### config.mk
export PLATFORM = sky130hd
export DESIGN_NAME = qwp_ctrl
export DESIGN_NICKNAME = d
export VERILOG_FILES = /design/src/rtl/qwp_pkg.sv /design/src/rtl/qwp_bus_sync.sv /design/src/rtl/qwp_cmd_fsm.sv /design/src/rtl/qwp_prot_reg.sv /design/src/rtl/qwp_ctrl.sv
export SDC_FILE = /design/constraint.sdc
export NUM_CORES = 1
export LEC_CHECK = 0
export ABC_AREA = 0
export BUFFER_PORTS_ARGS = -buffer_cell sky130_fd_sc_hd__buf_2
export CELL_PAD_IN_SITES_DETAIL_PLACEMENT = 1
export CELL_PAD_IN_SITES_GLOBAL_PLACEMENT = 1
export CORE_ASPECT_RATIO = 1.2
export CORE_MARGIN = 5
export CORE_UTILIZATION = 42
export DETAILED_ROUTE_END_ITERATION = 10
export PLACE_DENSITY_LB_ADDON = 0.1
export SETUP_SLACK_MARGIN = 0.15
export SYNTH_ARGS = -nofsm -noshare
export SYNTH_HDL_FRONTEND = slang
export SYNTH_SLANG_ARGS = --single-unit
### constraint.sdc
create_clock -name clk -period 1.7 [get_ports clk]
set_input_delay 0.085 -clock clk [delete_from_list [all_inputs] [get_ports clk]]
set_output_delay 0.085 -clock clk [all_outputs]
set_load 0.05 [all_outputs]
### src/rtl/qwp_pkg.sv
// Package: shared constants, state type and command decode for the
// quadrant write-protect controller. Assumes four quadrants.
package qwp_pkg;

    localparam int NQ = 4;
    localparam logic [3:0] CMD_PREFIX = 4'b0110;

    typedef enum logic [2:0] {
        S_IDLE,
        S_ADDR,
        S_ACK,
        S_DATA,
        S_DNACK,
        S_SKIP
    } qwp_state_t;

    typedef struct packed {
        logic          valid;
        logic          clr;
        logic [NQ-1:0] mask;
    } qwp_cmd_t;

    // Decode an address byte into a protect/clear command.
    function automatic qwp_cmd_t decode_cmd(input logic [7:0] b);
        qwp_cmd_t c;
        c = '0;
        if (b[7:4] == CMD_PREFIX && !b[0]) begin
            unique case (b[3:1])
                3'b001:  begin c.valid = 1'b1; c.mask = 4'b0001; end
                3'b100:  begin c.valid = 1'b1; c.mask = 4'b0010; end
                3'b101:  begin c.valid = 1'b1; c.mask = 4'b0100; end
                3'b000:  begin c.valid = 1'b1; c.mask = 4'b1000; end
                3'b011:  begin c.valid = 1'b1; c.clr  = 1'b1;    end
                default: c = '0;
            endcase
        end
        return c;
    endfunction

endpackage

### src/rtl/qwp_bus_sync.sv
// Module: synchronises SCL/SDA into the clk domain and reports line
// events (SCL edges, START, STOP). Assumes the bus idles high and the
// bus phases last several clk cycles.
module qwp_bus_sync #(
    parameter int STAGES = 2
) (
    input  logic clk,
    input  logic rst_n,
    input  logic scl_in,
    input  logic sda_in,
    output logic scl_rise,
    output logic scl_fall,
    output logic start_det,
    output logic stop_det,
    output logic sda_s
);
    logic [STAGES-1:0] scl_pipe;
    logic [STAGES-1:0] sda_pipe;
    logic              scl_d;
    logic              sda_d;
    logic              scl_s;

    // Shift both lines through the synchroniser chain.
    always_ff @(posedge clk) begin
        if (!rst_n) begin
            scl_pipe <= '1;
            sda_pipe <= '1;
        end else begin
            scl_pipe <= {scl_pipe[STAGES-2:0], scl_in};
            sda_pipe <= {sda_pipe[STAGES-2:0], sda_in};
        end
    end

    assign scl_s = scl_pipe[STAGES-1];
    assign sda_s = sda_pipe[STAGES-1];

    // Hold the previous synchronised values for edge detection.
    always_ff @(posedge clk) begin
        if (!rst_n) begin
            scl_d <= 1'b1;
            sda_d <= 1'b1;
        end else begin
            scl_d <= scl_s;
            sda_d <= sda_s;
        end
    end

    assign scl_rise  = scl_s & ~scl_d;
    assign scl_fall  = ~scl_s & scl_d;
    assign start_det = scl_s & scl_d & sda_d & ~sda_s;
    assign stop_det  = scl_s & scl_d & ~sda_d & sda_s;

endmodule

### src/rtl/qwp_cmd_fsm.sv
// Module: bus slave sequencer. Captures the address byte after START,
// decides ACK/NACK, NACKs any data bytes, tracks the high-voltage
// qualifier over the whole sequence and issues a one-cycle commit on STOP.
// Assumes events from qwp_bus_sync.
module qwp_cmd_fsm
    import qwp_pkg::*;
(
    input  logic          clk,
    input  logic          rst_n,
    input  logic          scl_rise,
    input  logic          scl_fall,
    input  logic          start_det,
    input  logic          stop_det,
    input  logic          sda_s,
    input  logic          hv_present,
    output logic          sda_oe,
    output logic          commit_set,
    output logic          commit_clr,
    output logic [NQ-1:0] commit_mask
);
    localparam int BITS = 8;
    localparam int CW   = $clog2(BITS + 1);

    qwp_state_t state;
    logic [7:0] shreg;
    logic [CW-1:0] bitcnt;
    logic       acked;
    logic       hv_ok;
    qwp_cmd_t   cmd_q;
    qwp_cmd_t   cmd_now;

    assign cmd_now = decode_cmd(shreg);

    // Sequence the bus transaction and produce the commit pulse.
    always_ff @(posedge clk) begin
        if (!rst_n) begin
            state      <= S_IDLE;
            shreg      <= '0;
            bitcnt     <= '0;
            acked      <= 1'b0;
            hv_ok      <= 1'b0;
            cmd_q      <= '0;
            sda_oe     <= 1'b0;
            commit_set <= 1'b0;
            commit_clr <= 1'b0;
        end else begin
            commit_set <= 1'b0;
            commit_clr <= 1'b0;
            if (!hv_present) hv_ok <= 1'b0;
            if (stop_det) begin
                if (state != S_IDLE && acked && hv_ok && hv_present) begin
                    commit_set <= ~cmd_q.clr;
                    commit_clr <= cmd_q.clr;
                end
                state  <= S_IDLE;
                acked  <= 1'b0;
                sda_oe <= 1'b0;
            end else if (start_det) begin
                state  <= S_ADDR;
                bitcnt <= '0;
                acked  <= 1'b0;
                sda_oe <= 1'b0;
                hv_ok  <= hv_present;
            end else begin
                unique case (state)
                    S_ADDR: begin
                        if (scl_rise) begin
                            shreg  <= {shreg[6:0], sda_s};
                            bitcnt <= bitcnt + 1'b1;
                        end else if (scl_fall && bitcnt == CW'(BITS)) begin
                            state <= S_ACK;
                            cmd_q <= cmd_now;
                            if (cmd_now.valid && hv_ok && hv_present) begin
                                sda_oe <= 1'b1;
                                acked  <= 1'b1;
                            end
                        end
                    end
                    S_ACK: begin
                        if (scl_fall) begin
                            sda_oe <= 1'b0;
                            bitcnt <= '0;
                            state  <= acked ? S_DATA : S_SKIP;
                        end
                    end
                    S_DATA: begin
                        if (scl_rise) begin
                            bitcnt <= bitcnt + 1'b1;
                        end else if (scl_fall && bitcnt == CW'(BITS)) begin
                            state <= S_DNACK;
                        end
                    end
                    S_DNACK: begin
                        if (scl_fall) begin
                            bitcnt <= '0;
                            state  <= S_DATA;
                        end
                    end
                    default: ;
                endcase
            end
        end
    end

    assign commit_mask = cmd_q.mask;

    // A commit follows a STOP seen on the previous cycle.
    assert_commit_on_stop_R8: assert property (@(posedge clk) disable iff (!rst_n)
        (commit_set || commit_clr) |-> $past(stop_det));

    // A commit requires the qualifier in the cycle of the STOP.
    assert_commit_hv_R7: assert property (@(posedge clk) disable iff (!rst_n)
        (commit_set || commit_clr) |-> $past(hv_present));

    // Set and clear never fire together.
    assert_single_op_R4: assert property (@(posedge clk) disable iff (!rst_n)
        $onehot0({commit_set, commit_clr}));

    // The acknowledge driver never starts on a STOP or START.
    assert_ack_not_on_event_R5: assert property (@(posedge clk) disable iff (!rst_n)
        (stop_det || start_det) |=> !$rose(sda_oe));

endmodule

### src/rtl/qwp_prot_reg.sv
// Module: 4-bit protection register with preload on reset, sticky set,
// clear-all, and the per-address write-inhibit lookup. Assumes the
// quadrant is given by the top two address bits.
module qwp_prot_reg
    import qwp_pkg::*;
#(
    parameter int ADDR_W = 9
) (
    input  logic              clk,
    input  logic              rst_n,
    input  logic [NQ-1:0]     preload,
    input  logic              commit_set,
    input  logic              commit_clr,
    input  logic [NQ-1:0]     commit_mask,
    input  logic [ADDR_W-1:0] wr_addr,
    output logic              write_inhibit,
    output logic [NQ-1:0]     prot_q
);
    localparam int QW = $clog2(NQ);

    logic [QW-1:0] quad;

    // Load, set one quadrant, or clear all protection.
    always_ff @(posedge clk) begin
        if (!rst_n) begin
            prot_q <= preload;
        end else if (commit_clr) begin
            prot_q <= '0;
        end else if (commit_set) begin
            prot_q <= prot_q | commit_mask;
        end
    end

    assign quad          = wr_addr[ADDR_W-1 -: QW];
    assign write_inhibit = prot_q[quad];

    // Without a commit the register holds.
    assert_hold_R8: assert property (@(posedge clk) disable iff (!rst_n)
        (!commit_set && !commit_clr) |=> $stable(prot_q));

    // Clear empties the register.
    assert_clear_R3: assert property (@(posedge clk) disable iff (!rst_n)
        commit_clr |=> (prot_q == '0));

    // Set keeps every bit already protected and adds at most one.
    assert_set_keep_R4: assert property (@(posedge clk) disable iff (!rst_n)
        commit_set |=> (((prot_q & $past(prot_q)) == $past(prot_q))
                        && ($countones(prot_q) <= $countones($past(prot_q)) + 1)));

endmodule

### src/rtl/qwp_ctrl.sv
// Module: top of the quadrant write-protect command controller. Wires the
// bus synchroniser, command sequencer and protection register.
// Assumes SDA is open-drain: sda_oe = 1 pulls the line low.
module qwp_ctrl
    import qwp_pkg::*;
#(
    parameter int ADDR_W      = 9,
    parameter int SYNC_STAGES = 2
) (
    input  logic              clk,
    input  logic              rst_n,
    input  logic              scl_in,
    input  logic              sda_in,
    output logic              sda_oe,
    input  logic              hv_present,
    input  logic [NQ-1:0]     preload,
    input  logic [ADDR_W-1:0] wr_addr,
    output logic              write_inhibit,
    output logic [NQ-1:0]     prot_status
);
    logic          scl_rise;
    logic          scl_fall;
    logic          start_det;
    logic          stop_det;
    logic          sda_s;
    logic          commit_set;
    logic          commit_clr;
    logic [NQ-1:0] commit_mask;

    qwp_bus_sync #(.STAGES(SYNC_STAGES)) u_sync (
        .clk       (clk),
        .rst_n     (rst_n),
        .scl_in    (scl_in),
        .sda_in    (sda_in),
        .scl_rise  (scl_rise),
        .scl_fall  (scl_fall),
        .start_det (start_det),
        .stop_det  (stop_det),
        .sda_s     (sda_s)
    );

    qwp_cmd_fsm u_fsm (
        .clk         (clk),
        .rst_n       (rst_n),
        .scl_rise    (scl_rise),
        .scl_fall    (scl_fall),
        .start_det   (start_det),
        .stop_det    (stop_det),
        .sda_s       (sda_s),
        .hv_present  (hv_present),
        .sda_oe      (sda_oe),
        .commit_set  (commit_set),
        .commit_clr  (commit_clr),
        .commit_mask (commit_mask)
    );

    qwp_prot_reg #(.ADDR_W(ADDR_W)) u_prot (
        .clk           (clk),
        .rst_n         (rst_n),
        .preload       (preload),
        .commit_set    (commit_set),
        .commit_clr    (commit_clr),
        .commit_mask   (commit_mask),
        .wr_addr       (wr_addr),
        .write_inhibit (write_inhibit),
        .prot_q        (prot_status)
    );

endmodule

==> run metrics <==
crit end category=flop; Cells after Synth=187; CP Class=flop to flop; Initial DRT Pass Iterations=4; post-CTS setup repair buffer count=0; htree depth=2; R2R Path End=u_fsm.commit_mask[2]$_SDFFE_PN0P_; drt total wl=3850 microns; NumNets Final=230; Ports=24; Final Hold Vio Count=0; total die area=0.00532 sq mm; Area Growth Syn to Fin=16.4%; Comb power frac=9.4%; Clock Tree Buf Depth=2; DR vias/cell=5.37; Synth Net Count=207; largest net degree at the start of global routing=28; Tmin final=1480 ps; layout cell share with drive strength beyond 1=18.5%; Worst-Margin Slew=414 ps; core area=0.00388 sq mm; Post-synth ARST share=0%; total CTS buffers=5; initial drt markers=80; Die Wd=67.4 microns; setup_tns=0 ps; outcome=finished clean; mapped cell area=0.00166 sq mm; Yosys warning count=0; Die Ht=78.9 microns; worst path required time=1920 ps; crit path cell chain=inv_1 > ha_1 > and4bb_4 > and3_4 > buf_4 > nand4_1 > a21boi_1; critical path fanouts, max=6; register share of total power=54.2%; Final HPWL DP=2880 microns; r2r setup slk=220 ps; RSZ-0062 raised after global routing=no; Clk pin slew, worst setup/hold paths=70 ps; max_slew headroom=72.2%; min-delay worst type=primary input to flop; share of the synthesized area in the top cell type=37.3%; Internal=1.20 mW; Starting Density=42.8%; CP startpoint kind=flop; GRT Total Usage=15.9%; clk_skew=4.08 ps; worst-skew pair later-pin latency=280 ps; Setup crit end=u_fsm.commit_mask[2]$_SDFFE_PN0P_; row count=25; first-pass GRT wire length=6540 microns; dpl cell area=0.00182 sq mm; family with the most delay on the worst path=simple AND/OR/NAND/NOR gates; Final period util=86.8%; CP Data Arrival Time=1690 ps; CTS tree=yes; Seq/Total Area, Yosys=44.6%; Yosys cell types=39; CP peak stage delay=340 ps; cell taking the most area after synthesis=dfxtp_1; vias in the first global route=1487; Psw=398 uW; Worst Setup SP=u_fsm.bitcnt[0]$_SDFFE_PN0P_; cell with the largest stage delay on the worst path=dfxtp_2; f_max=678 MHz; ant diodes=0; final-report max-slew violation count=0; clk sinks=35; Final Cell Area=0.00193 sq mm; Sw Ratio=24.9%; total number of vias=1423; initial antenna violation count=0; # DRC=0; Synth Flop Type=dfxtp_1; Synth area leaders=dfxtp_1 (37%), edfxtp_1 (7.2%), a21boi_1 (5.9%); DR WL/cell=14.5 microns; P_leak=0.701 nW; R2R cell count=7; Worst path depth=7; CTS root buffer=clkbuf_8; IO buf count=16; P per Cell Area=826 mW/mm^2; Post-synth EDFFs=4; CP bufs+invs=2; GPL Wtd Cong=0.808; max-cap violation count=0; Yosys reg bits=35; Avg Cell Area, Syn=8.89 sq um; VDD IR max=0.352 mV; clock share of power=36.3%; antenna-violating nets left=0; total global routing overflow=0; R2R Path Start=u_fsm.bitcnt[0]$_SDFFE_PN0P_; Setup-failing EPs final=0
==> registers in the layout (all words and copies together) (netlist names) <==
| name | flops |
|---|---|
| u_fsm.commit_mask | 4 |
| u_fsm.hv_ok | 1 |
| u_sync.scl_d | 1 |
| u_sync.sda_d | 1 |
| u_fsm.cmd_q | 1 |
| u_fsm.acked | 1 |
| u_fsm.shreg | 8 |
| u_fsm.bitcnt | 4 |
| u_fsm.commit_clr | 1 |
| u_fsm.sda_oe | 1 |
| u_prot.prot_q | 4 |
| u_sync.scl_pipe | 2 |
| u_fsm.state | 3 |
| u_fsm.commit_set | 1 |
| u_sync.sda_pipe | 2 |
==> kinds of logic after synthesis <==
logic type	Yosys count	synth area share, %
AOI/OAI and AO/OA	37	15.1
DFF	35	44.6
buffers and inverters	19	4.97
adders and majority gates	2	1.51
muxes	5	4.07
xor gates and xnor gates	2	1.05
and+or+nand+nor	87	28.7
==> through the flow <==
step	power (mW)	util [%]	cells	setup WS, ps	hold slack (ps)
detailed placement	1.03	47.0	255	211	276
floorplan	0.985	-	187	291	186
finish	1.60	49.9	265	225	17.7
global placement	1.03	47.0	255	255	266
global route	1.67	49.9	265	151	27.2
CTS	1.62	49.6	265	188	9.48
==> repair_timing <==
action	CTS	global route
hold buffers	2	0
gates resized for setup	0	4
endpoints found under the hold margin	2	0
setup endpoints to repair	0	7
==> cell usage in the layout, fill, tap and decap left out, types with 3 or more instances in the layout <==
cell	n
dfxtp_1	28
nand2_1	19
nor2_1	16
buf_2	16
nand3_1	15
a21boi_1	13
buf_4	9
inv_1	8
nand2b_1	8
a21oi_1	6
clkbuf_8	5
mux2_1	4
nand4b_1	4
o21ai_1	4
edfxtp_1	4
a31oi_1	3
nand4bb_1	3
nor2b_1	3
o21ai_0	3
nand4_1	3
nor3_1	3
dfxtp_2	3
==> how the worst min path moves through the flow <==
| stage | slack [ps] | from | to | cells past startpoint |
|---|---|---|---|---|
| after floorplan | 190 | scl_in | u_sync.scl_pipe[0]$_SDFF_PN1_ | 1 |
| after global routing | 30 | rst_n | u_sync.scl_pipe[0]$_SDFF_PN1_ | 2 |
| final | 20 | rst_n | u_sync.sda_pipe[0]$_SDFF_PN1_ | 2 |
| after CTS | 9 | rst_n | u_sync.sda_pipe[0]$_SDFF_PN1_ | 2 |
| after global placement | 270 | sda_in | u_sync.sda_pipe[0]$_SDFF_PN1_ | 2 |
| after detailed placement | 280 | scl_in | u_sync.scl_pipe[0]$_SDFF_PN1_ | 2 |
==> Yosys cell counts, drive strengths merged, types with 4 or more instances <==
master  number
nand2b       8
nand2       19
a21boi      14
o21ai        7
nand4b       4
mux2         4
inv          8
nand3       15
dfxtp       31
clkbuf       5
edfxtp       4
a21oi        6
buf          6
nor2        16
==> cell type report <==
| cell class | count | area, sq um |
|---|---|---|
| Timing Repair Buffer | 27 | 168 |
| Inverter | 8 | 30.0 |
| Tap cell | 54 | 67.6 |
| Fill cell | 500 | 1940 |
| Multi-Input combinational cell | 133 | 843 |
| Sequential cell | 35 | 744 |
| Clock buffer | 7 | 76.3 |
| Clock inverter | 1 | 5.00 |
==> worst register-to-register path, stage by stage (launching register included) <==
cell and delay (ps):
dfxtp_2 340, inv_1 60, ha_1 140, and4bb_4 280
and3_4 200, buf_4 130, nand4_1 100, a21boi_1 160
==> power groups by stage <==
stage	registers (mW)	logic (mW)	clock network (mW)
5_1_grt	0.868	0.164	0.635
6_report	0.866	0.151	0.581
3_5_place_dp	0.885	0.148	0
2_1_floorplan	0.904	0.0809	0
3_3_place_gp	0.884	0.143	0
4_1_cts	0.866	0.152	0.598
==> layer usage <==
metal	up-vias	GRT usage, %	routed length (microns)
li1	707	-	-
met1	699	17.0	1580
met2	11	29.0	2120
met3	6	3.96	88
met4	0	6.49	61
met5	-	0	0
(Power assumes the default switching activity.)
